--- config.mk ---
export PLATFORM = sky130hd
export DESIGN_NAME = dma_stream_ctl
export DESIGN_NICKNAME = d
export VERILOG_FILES = /design/src/rtl/dsc_pkg.sv /design/src/rtl/dsc_counter.sv /design/src/rtl/dsc_ptr.sv /design/src/rtl/dsc_flags.sv /design/src/rtl/dma_stream_ctl.sv
export SDC_FILE = /design/constraint.sdc
export NUM_CORES = 1
export LEC_CHECK = 0
export BUFFER_PORTS_ARGS = -buffer_cell sky130_fd_sc_hd__buf_2
export CORE_MARGIN = 3
export CORE_UTILIZATION = 35
export DETAILED_ROUTE_END_ITERATION = 6
export MAX_ROUTING_LAYER = met4
export PLACE_DENSITY = 0.59
export RECOVER_POWER = 25
export SLEW_MARGIN = 25
export SYNTH_ARGS = -nofsm -noshare
export SYNTH_HDL_FRONTEND = slang
export SYNTH_SLANG_ARGS = --single-unit
--- constraint.sdc ---
create_clock -name clk -period 7.04 [get_ports clk]
set_input_delay 0.352 -clock clk [delete_from_list [all_inputs] [get_ports clk]]
set_output_delay 0.352 -clock clk [all_outputs]
set_load 0.05 [all_outputs]
--- src/rtl/dsc_pkg.sv ---
package dsc_pkg;

  typedef enum logic [1:0] {
    DIR_P2M  = 2'd0,
    DIR_M2P  = 2'd1,
    DIR_M2M  = 2'd2,
    DIR_M2MX = 2'd3
  } dir_e;

  // control bits 10:1, MSB first
  typedef struct packed {
    logic [1:0] msize;
    logic [1:0] psize;
    logic       minc;
    logic       pinc;
    dir_e       dir;
    logic       pingpong;
    logic       circ;
  } mode_t;

  localparam logic [2:0] SEL_CTRL   = 3'd0;
  localparam logic [2:0] SEL_COUNT  = 3'd1;
  localparam logic [2:0] SEL_PBASE  = 3'd2;
  localparam logic [2:0] SEL_MBASE0 = 3'd3;
  localparam logic [2:0] SEL_MBASE1 = 3'd4;
  localparam logic [2:0] SEL_FCLR   = 3'd5;

  function automatic logic [2:0] step_of(input logic [1:0] size);
    case (size)
      2'd0:    step_of = 3'd1;
      2'd1:    step_of = 3'd2;
      default: step_of = 3'd4;
    endcase
  endfunction

endpackage

--- src/rtl/dsc_counter.sv ---
module dsc_counter #(
  parameter int CW = 16
) (
  input  logic          clk,
  input  logic          rst_n,
  input  logic          start,
  input  logic          stop,
  input  logic          item,
  input  logic          reload_en,
  input  logic          pingpong_en,
  input  logic [CW-1:0] prog,
  output logic          active,
  output logic [CW-1:0] remaining,
  output logic          target,
  output logic          half_hit,
  output logic          zero_hit,
  output logic          wrap
);

  logic          item_ok;
  logic [CW-1:0] cnt_dec;

  assign item_ok  = item & active;
  assign cnt_dec  = remaining - CW'(1);
  assign half_hit = item_ok && (cnt_dec == (prog >> 1));
  assign zero_hit = item_ok && (remaining == CW'(1));
  assign wrap     = zero_hit & reload_en;

  always_ff @(posedge clk) begin
    if (!rst_n) begin
      active    <= 1'b0;
      remaining <= '0;
      target    <= 1'b0;
    end else if (start) begin
      active    <= 1'b1;
      remaining <= prog;
      target    <= 1'b0;
    end else begin
      if (item_ok) begin
        remaining <= wrap ? prog : cnt_dec;
        if (wrap && pingpong_en) target <= ~target;
      end
      if (stop || (zero_hit && !reload_en)) active <= 1'b0;
    end
  end

  a_r3_active_nonzero: assert property (@(posedge clk) disable iff (!rst_n)
    active |-> (remaining != '0) && (remaining <= prog));

  a_r3_count_down: assert property (@(posedge clk) disable iff (!rst_n)
    (item && active && remaining > CW'(1)) |=> remaining == $past(remaining) - CW'(1));

  a_r5_stop_at_zero: assert property (@(posedge clk) disable iff (!rst_n)
    (item && active && remaining == CW'(1) && !reload_en) |=> !active);

  a_r6_reload: assert property (@(posedge clk) disable iff (!rst_n)
    (item && active && remaining == CW'(1) && reload_en) |=> remaining == $past(prog));

  a_r7_target_flip: assert property (@(posedge clk) disable iff (!rst_n)
    (item && active && remaining == CW'(1) && reload_en && pingpong_en)
      |=> target != $past(target));

  a_r13_stop: assert property (@(posedge clk) disable iff (!rst_n)
    (active && stop) |=> !active);

endmodule

--- src/rtl/dsc_ptr.sv ---
module dsc_ptr #(
  parameter int AW = 32
) (
  input  logic          clk,
  input  logic          rst_n,
  input  logic          load,
  input  logic [AW-1:0] load_base,
  input  logic          adv,
  input  logic          wrap,
  input  logic [AW-1:0] wrap_base,
  input  logic [AW-1:0] step,
  output logic [AW-1:0] ptr
);

  always_ff @(posedge clk) begin
    if (!rst_n)    ptr <= '0;
    else if (load) ptr <= load_base;
    else if (adv)  ptr <= wrap ? wrap_base : ptr + step;
  end

  a_r9_step: assert property (@(posedge clk) disable iff (!rst_n)
    (adv && !wrap && !load) |=> ptr == $past(ptr) + $past(step));

  a_r6_rewind: assert property (@(posedge clk) disable iff (!rst_n)
    (adv && wrap && !load) |=> ptr == $past(wrap_base));

endmodule

--- src/rtl/dsc_flags.sv ---
module dsc_flags #(
  parameter int NF = 3
) (
  input  logic          clk,
  input  logic          rst_n,
  input  logic [NF-1:0] set,
  input  logic [NF-1:0] clr,
  output logic [NF-1:0] flags
);

  always_ff @(posedge clk) begin
    if (!rst_n) flags <= '0;
    else        flags <= (flags & ~clr) | set;
  end

  for (genvar i = 0; i < NF; i++) begin : g_chk
    a_r12_sticky: assert property (@(posedge clk) disable iff (!rst_n)
      $fell(flags[i]) |-> $past(clr[i]));
    a_r12_set_wins: assert property (@(posedge clk) disable iff (!rst_n)
      set[i] |=> flags[i]);
  end

endmodule

--- src/rtl/dma_stream_ctl.sv ---
module dma_stream_ctl
  import dsc_pkg::*;
#(
  parameter int AW = 32,
  parameter int CW = 16,
  parameter int DW = 32
) (
  input  logic          clk,
  input  logic          rst_n,
  input  logic          cfg_wr,
  input  logic [2:0]    cfg_sel,
  input  logic [DW-1:0] cfg_wdata,
  input  logic          item_done,
  input  logic          xfer_err,
  input  logic          abort,
  output logic          active,
  output logic [CW-1:0] remaining,
  output logic [AW-1:0] src_addr,
  output logic [AW-1:0] dst_addr,
  output logic          cur_target,
  output logic          flag_half,
  output logic          flag_done,
  output logic          flag_err
);

  localparam int MODE_W = $bits(mode_t);

  mode_t         mode_q;
  logic [CW-1:0] prog_q;
  logic [AW-1:0] pbase_q, mbase0_q, mbase1_q;

  logic wr_ctrl, start, stop, m2m, reload_en, pingpong_en, item_ok;
  logic half_hit, zero_hit, wrap;
  logic [AW-1:0] p_step, m_step, m_wrap_base, pptr, mptr;
  logic [2:0]    fset, fclr, flags;

  assign wr_ctrl     = cfg_wr && (cfg_sel == SEL_CTRL);
  assign start       = wr_ctrl && !active && cfg_wdata[0] && (prog_q != '0);
  assign stop        = active && (abort || xfer_err || (wr_ctrl && !cfg_wdata[0]));
  assign m2m         = mode_q.dir[1];
  assign reload_en   = (mode_q.circ | mode_q.pingpong) & ~m2m;
  assign pingpong_en = mode_q.pingpong & ~m2m;
  assign item_ok     = item_done & active;

  always_ff @(posedge clk) begin
    if (!rst_n) begin
      mode_q   <= '0;
      prog_q   <= '0;
      pbase_q  <= '0;
      mbase0_q <= '0;
      mbase1_q <= '0;
    end else if (cfg_wr && !active) begin
      case (cfg_sel)
        SEL_CTRL:   mode_q   <= mode_t'(cfg_wdata[MODE_W:1]);
        SEL_COUNT:  prog_q   <= cfg_wdata[CW-1:0];
        SEL_PBASE:  pbase_q  <= cfg_wdata[AW-1:0];
        SEL_MBASE0: mbase0_q <= cfg_wdata[AW-1:0];
        SEL_MBASE1: mbase1_q <= cfg_wdata[AW-1:0];
        default: ;
      endcase
    end
  end

  dsc_counter #(.CW(CW)) u_cnt (
    .clk(clk), .rst_n(rst_n), .start(start), .stop(stop), .item(item_done),
    .reload_en(reload_en), .pingpong_en(pingpong_en), .prog(prog_q),
    .active(active), .remaining(remaining), .target(cur_target),
    .half_hit(half_hit), .zero_hit(zero_hit), .wrap(wrap)
  );

  assign p_step      = mode_q.pinc ? AW'(step_of(mode_q.psize)) : '0;
  assign m_step      = mode_q.minc ? AW'(step_of(mode_q.msize)) : '0;
  assign m_wrap_base = (pingpong_en && !cur_target) ? mbase1_q : mbase0_q;

  dsc_ptr #(.AW(AW)) u_pptr (
    .clk(clk), .rst_n(rst_n), .load(start), .load_base(pbase_q),
    .adv(item_ok), .wrap(wrap), .wrap_base(pbase_q), .step(p_step), .ptr(pptr)
  );

  dsc_ptr #(.AW(AW)) u_mptr (
    .clk(clk), .rst_n(rst_n), .load(start), .load_base(mbase0_q),
    .adv(item_ok), .wrap(wrap), .wrap_base(m_wrap_base), .step(m_step), .ptr(mptr)
  );

  assign src_addr = (mode_q.dir == DIR_M2P) ? mptr : pptr;
  assign dst_addr = (mode_q.dir == DIR_M2P) ? pptr : mptr;

  assign fset = {xfer_err & active, zero_hit, half_hit};
  assign fclr = (cfg_wr && cfg_sel == SEL_FCLR) ? cfg_wdata[2:0] : 3'b000;

  dsc_flags #(.NF(3)) u_flags (
    .clk(clk), .rst_n(rst_n), .set(fset), .clr(fclr), .flags(flags)
  );

  assign flag_half = flags[0];
  assign flag_done = flags[1];
  assign flag_err  = flags[2];

  a_r2_start: assert property (@(posedge clk) disable iff (!rst_n)
    start |=> active && remaining == $past(prog_q) && !cur_target);

  a_r8_m2m_single: assert property (@(posedge clk) disable iff (!rst_n)
    (active && m2m && item_done && remaining == CW'(1)) |=> !active);

  a_r14_locked: assert property (@(posedge clk) disable iff (!rst_n)
    active |=> $stable(prog_q) && $stable(pbase_q) && $stable(mode_q));

  a_r11_err_stop: assert property (@(posedge clk) disable iff (!rst_n)
    (active && xfer_err) |=> !active && flag_err);

endmodule

==> impl_metrics.toml, run 1 <==
[run_status]
status = "finished, violations left"
violations = "max-capacitance violations, max-slew violations"

[worst_hold_path]
hold_path_depth = 3
holdPathEnd = "u_flags.flags[2]$_SDFF_PN0_"
worstHoldStart = "xfer_err"
min_path_type = "primary input to flop"

[synthesis]
synth_area_um2 = 11500
synthesis.instances = 1618
syn_nets = 1669
synth_top_area_cell = "dfxtp_1"
synth_warnings = 0
yosysMostFrequentCell = "nand2_1"
synthArstFlopShare = 0
syn_area_per_cell_um2 = 7.08
yosys-top-cells-area = "dfxtp_1 36%, nand2_1 17%, a21oi_1 7.9%"
synth_top_cell_area_share = 0.362
ys_seq_area_frac = 0.362
ys_top_cells_by_count = "519 x nand2_1, 207 x dfxtp_1, 181 x a21oi_1"
synthFlopType = "dfxtp_1"
ys_ff_latch = 207
ys_types = 86
synth-edff-count = 0

[global_route]
use_met2 = 0.364
grt_pass1_vias = 11300
antenna_found_initial = 0
use_met1 = 0.322
grtUsageTotal = 0.242
use_met3 = 0.0364
grt_start_max_net_pins = 79
overflow = 0
grt.busiest_layer = "met2"
grt_pass1_wl_um = 66300

[cts]
cts_tree = "yes"
clock_path_buffers = 3
cts_hold_buf = 0
clk_pin_slew_ns = 0.06
cts_inserted_buffers = 24
cts.sinks = 207
post-cts-setup-buffers = 0
cts_max_level = 1
clkLatencyLatePin_ns = 0.52
cts-root-buf = "clkbuf_16"
ctsResizeCount = 0

[job]
cap_violations = 3

[sta]
hold_viol_final = 0
slew_violations = 145
rsz0062_at_grt = "no"
fmax_mhz = 250
skew_ns = 0.00882
tightest_slew_ns = 3.79
timing.final.crit_share = 0.569
final-setup-viol-count = 0
post-route-min-period_ns = 4.00
relSlewSlack = -1.52
fin_tns_setup_ns = 0

[worst_setup_path]
endpoint_kind = "flop"
path_cells = "clkbuf_1, inv_4, clkbuf_1, o21ai_0"
path_delay_family = "buffers and inverters"
cp-start-kind = "primary input"
worstPathRequired_ns = 7.28
worstPathArrival_ns = 4.25
reg2reg_depth = 8
cpPeakStageDelay_ns = 2.70
rr_endpoint = "u_pptr.ptr[25]$_SDFFE_PN0P_"
r2r_start = "u_cnt.active$_SDFFE_PN0P_"
worst-path-max-fanout = 78
rrSetupSlack_ns = 3.64
crit_buf_inv = 3
path_common_cell = "clkbuf_1"
crit_slowest_cell = "clkbuf_1"
critical_path_class = "primary input to flop"

[die]
core_region_area_um2 = 31900
die_h_um = 187
die_area_um2 = 34900
start_util = 0.359
rows = 65
die_w_um = 187
ios = 126

[layout]
n_antenna_cell = 0
register_area_um2 = 4140
drive_gt1_frac = 0.123
area_growth_pct = 14.0
fillers = 3315
multiInputGateArea_um2 = 6730
nets = 1711
design_area_um2 = 13100

[drt]
route.vias.total = 11800
vias_per_cell = 5.61
ant_nets = 0
drtIter0Drc = 1008
drtPass1Iterations = 6
routedWlPerCell_um = 20.0
wl_um = 42200
drc_errors = 0

[place]
gp_congestion = 0.911
place_area_um2 = 12300
dp_hpwl_um = 28800
port_buffers = 125

[power_and_ir_drop]
peakVddDrop_mv = 0.166
p_leak_nw = 5.15
pwr_density_cell_nw_per_um2 = 208
-- logic make-up after synthesis --
group / count (synthesis) / share of synthesized area
compound gates: 369 / 0.193
xor+xnor: 41 / 0.0313
simple gates: 829 / 0.333
fa+ha+maj: 10 / 0.0122
mux: 17 / 0.0149
flops: 207 / 0.362
buf+inv: 145 / 0.0538
-- tightest hold or removal path: stages --
cell and delay [ns]:
buf_2 0.09, a22oi_1 0.07, nor2_1 0.07
-- metrics by stage --
step	hold WS, ns	setup WS [ns]	cells	power (mW)	util
finish	0.106	3.04	2113	2.71	0.410
global route	0.103	2.64	2113	2.80	0.410
CTS	0.0904	3.97	2113	2.73	0.411
detailed placement	0.446	3.98	2069	1.45	0.385
global placement	0.441	4.07	2069	1.45	0.385
floorplan	0.432	4.51	1618	1.37	-
-- cell usage in the layout (no fill, tap or decap), types with 18 or more instances in the layout --
master and instances:
nand2_1 519, dfxtp_1 207, a21oi_1 181, buf_2 109, nor2_1 67, nand3_1 64
o21ai_0 47, nor4_1 26, clkbuf_16 25, clkbuf_1 25, nor3_1 24, xor2_1 24
or3_1 24, nand4_1 23, o211ai_1 21, a211oi_1 20, buf_4 20, o22ai_1 18
-- where the power goes --
group	switching (mW)	internal [mW]	total, mW
sequential	0.0246	1.19	1.22
combinational	0.151	0.0578	0.209
clock	0.505	0.784	1.29
total	0.680	2.03	2.71
-- flip-flops by register name (all words and copies together) (netlist names), 3 cells and up --
name	flops
mode_q	9
pbase_q	32
mbase1_q	32
u_mptr.ptr	32
mbase0_q	32
prog_q	16
u_pptr.ptr	32
u_cnt.remaining	16
u_flags.flags	3
-- metal layers --
metal,vias up,share of wire,routed length (µm)
li1,5706,-,-
met2,497,0.44,18500
met5,-,0,0
met3,118,0.079,3340
met4,0,0.049,2070
met1,5526,0.43,18300
-- area by class of cell --
| type | count | share of cell area |
|---|---|---|
| Multi-Input combinational cell | 1266 | 0.515 |
| Sequential cell | 207 | 0.317 |
| Timing Repair Buffer | 149 | 0.0590 |
| Clock buffer | 36 | 0.0557 |
| Tap cell | 435 | 0.0417 |
| Clock inverter | 8 | 0.00709 |
| Inverter | 12 | 0.00364 |
-- worst max path at each step --
stage / from / end / slack (ns) / cells past startpoint
after CTS: u_cnt.active$_SDFFE_PN0P_ / u_pptr.ptr[17]$_SDFFE_PN0P_ / 3.97 / 7
final: rst_n / u_mptr.ptr[27]$_SDFFE_PN0P_ / 3.04 / 4
after global routing: rst_n / u_mptr.ptr[27]$_SDFFE_PN0P_ / 2.64 / 4
after floorplan: mode_q[4]$_SDFFE_PN0P_ / u_pptr.ptr[30]$_SDFFE_PN0P_ / 4.51 / 10
after detailed placement: u_cnt.active$_SDFFE_PN0P_ / u_pptr.ptr[17]$_SDFFE_PN0P_ / 3.98 / 7
after global placement: u_cnt.active$_SDFFE_PN0P_ / u_pptr.ptr[17]$_SDFFE_PN0P_ / 4.07 / 7
Note: power is estimated with default switching activity, not from simulation.
==> run 2, diff against run 1 <==
--- a/config.mk
+++ b/config.mk
@@ -10,7 +10,7 @@
 export CORE_UTILIZATION = 35
 export DETAILED_ROUTE_END_ITERATION = 6
 export MAX_ROUTING_LAYER = met4
-export PLACE_DENSITY = 0.59
+export PLACE_DENSITY = 0.61
 export RECOVER_POWER = 25
 export SLEW_MARGIN = 25
 export SYNTH_ARGS = -nofsm -noshare
==> constraint.sdc (replaced) <==
create_clock -name clk -period 3.3 [get_ports clk]
set_input_delay 0.165 -clock clk [delete_from_list [all_inputs] [get_ports clk]]
set_output_delay 0.165 -clock clk [all_outputs]
set_load 0.05 [all_outputs]
==> impl_metrics.toml, run 2 (same netlist as run 1, synthesis figures left out) <==
[place]
dp_worst_setup_slack_ns = 0.436
port_buffers = 125
dp.cells = 2084
gp_congestion = 0.904
place_area_um2 = 12400
dp_hpwl_um = 29400

[die]
core_region_area_um2 = 31900
start_util = 0.359
die_h_um = 187
die_w_um = 187
rows = 65
ios = 126
die_area_um2 = 34900

[cts]
cts.sinks = 207
clk_pin_slew_ns = 0.06
post-cts-setup-buffers = 0
clock_path_buffers = 3
ctsResizeCount = 0
cts_max_level = 1
clkLatencyLatePin_ns = 0.52
cts_tree = "yes"
cts_inserted_buffers = 25
cts-root-buf = "clkbuf_16"

[layout]
mostFrequentLayoutCells = "519 x nand2_1, 207 x dfxtp_1, 181 x a21oi_1"
stdcell_count = 2161
design_area_um2 = 13500
drive_gt1_frac = 0.128
layout_commonest_cell = "nand2_1"
nets = 1758
area_growth_pct = 18.1
fillers = 3400
utilization = 0.424

[power_and_ir_drop]
p_leak_nw = 5.32
netSwitchingFraction = 0.257
switchingPower_mw = 1.53
pwr-share-clk = 0.483
internal-power_mw = 4.41
seq_power_share = 0.437
pwr_density_cell_nw_per_um2 = 439
p_comb_frac = 0.080
peakVddDrop_mv = 0.308
power_mw = 5.94

[sta]
hold_viol_final = 0
worst_slack_ns = 0.367
post-route-min-period_ns = 2.93
final-setup-viol-count = 0
skew_ns = 0.0147
tightest_slew_ns = 1.68
fmax_mhz = 341
relSlewSlack = -0.121
timing.final.crit_share = 0.889
hold_ws_ns = 0.0124
slew_violations = 67
rsz0062_at_grt = "no"
fin_tns_setup_ns = 0

[job]
cap_violations = 2

[drt]
drtPass1Iterations = 5
route.vias.total = 12100
ant_nets = 0
drc_errors = 0
vias_per_cell = 5.61
drtIter0Drc = 1170
routedWlPerCell_um = 19.8
wl_um = 42900

[global_route]
overflow = 0
grtUsageTotal = 0.244
grt_pass1_vias = 11700
antenna_found_initial = 1
grt_start_max_net_pins = 64
grt_pass1_wl_um = 66800

[worst_hold_path]
holdPathEnd = "mbase1_q[10]$_SDFFE_PN0P_"
min_path_type = "primary input to flop"
hold_path_depth = 3
worstHoldStart = "cfg_wdata[10]"

[run_status]
violations = "max-capacitance violations, max-slew violations"
status = "finished, violations left"

[worst_setup_path]
rr_endpoint = "u_pptr.ptr[30]$_SDFFE_PN0P_"
cp-start-kind = "flop"
worstPathArrival_ns = 3.35
critical_path_class = "flop to flop"
worst-path-max-fanout = 5
rrSetupSlack_ns = 0.37
r2r_start = "mode_q[4]$_SDFFE_PN0P_"
reg2reg_depth = 10
endpoint_kind = "flop"
worstPathRequired_ns = 3.72
==> run 2: cell types whose count changed in the layout (fill, tap and decap cells not counted), sizes merged <==
| cell | change |
|---|---|
| bufinv | +1 |
| dlygate4sd3 | +31 |
| clkinvlp | +5 |
| clkbuf | +1 |
| clkinv | +1 |
| diode | +1 |
| inv | -1 |
| buf | +9 |
==> run 2: final cells by class <==
class | instances | area, µm² | area share
Multi-Input combinational cell | 1266 | 6730 | 0.497
Sequential cell | 207 | 4140 | 0.306
Timing Repair Buffer | 195 | 1210 | 0.0896
Clock buffer | 31 | 688 | 0.0509
Tap cell | 435 | 544 | 0.0402
Clock inverter | 14 | 161 | 0.0119
Inverter | 12 | 46.3 | 0.00342
Antenna cell | 1 | 2.50 | 0.000185
==> run 2: worst max path at each step <==
| stage | start | endpoint |
|---|---|---|
| floorplan | mode_q[4]$_SDFFE_PN0P_ | u_pptr.ptr[30]$_SDFFE_PN0P_ |
| detailed placement | mode_q[4]$_SDFFE_PN0P_ | u_pptr.ptr[30]$_SDFFE_PN0P_ |
| global route | mode_q[4]$_SDFFE_PN0P_ | u_pptr.ptr[30]$_SDFFE_PN0P_ |
| finish | mode_q[4]$_SDFFE_PN0P_ | u_pptr.ptr[30]$_SDFFE_PN0P_ |
| global placement | mode_q[4]$_SDFFE_PN0P_ | u_pptr.ptr[30]$_SDFFE_PN0P_ |
| CTS | mode_q[4]$_SDFFE_PN0P_ | u_pptr.ptr[30]$_SDFFE_PN0P_ |
==> run 2: repair_timing <==
| item | 4_1_cts | 5_1_grt |
|---|---|---|
| hold buffers | 31 | 0 |
| hold endpoints to repair | 102 | 0 |
| setup endpoints to repair | 0 | 0 |
==> run 2: metal layers <==
layer / vias up / global-route usage / wire [µm]
met4: 0 / 0.106 / 1800
li1: 5819 / - / -
met5: - / - / 0
met3: 99 / 0.0412 / 3170
met2: 483 / 0.376 / 19400
met1: 5728 / 0.315 / 18600
==> run 2: power by group through the flow <==
stage | sequential (mW) | combinational, mW | clock (mW)
6_report | 2.60 | 0.477 | 2.86
5_1_grt | 2.60 | 0.518 | 2.99
4_1_cts | 2.59 | 0.473 | 2.89
3_5_place_dp | 2.65 | 0.444 | 0
3_3_place_gp | 2.65 | 0.441 | 0
2_1_floorplan | 2.63 | 0.282 | 0
==> run 2: critical path, cell delays in order (launching register included) <==
cell and delay [ns]:
dfxtp_1 0.36, nor3b_1 0.21, ha_1 0.21, inv_1 0.06, fa_1 0.40, nor2b_1 0.24
o211ai_1 0.24, nor4_1 0.43, nand2_1 0.11, or4_1 0.41, a31oi_1 0.16
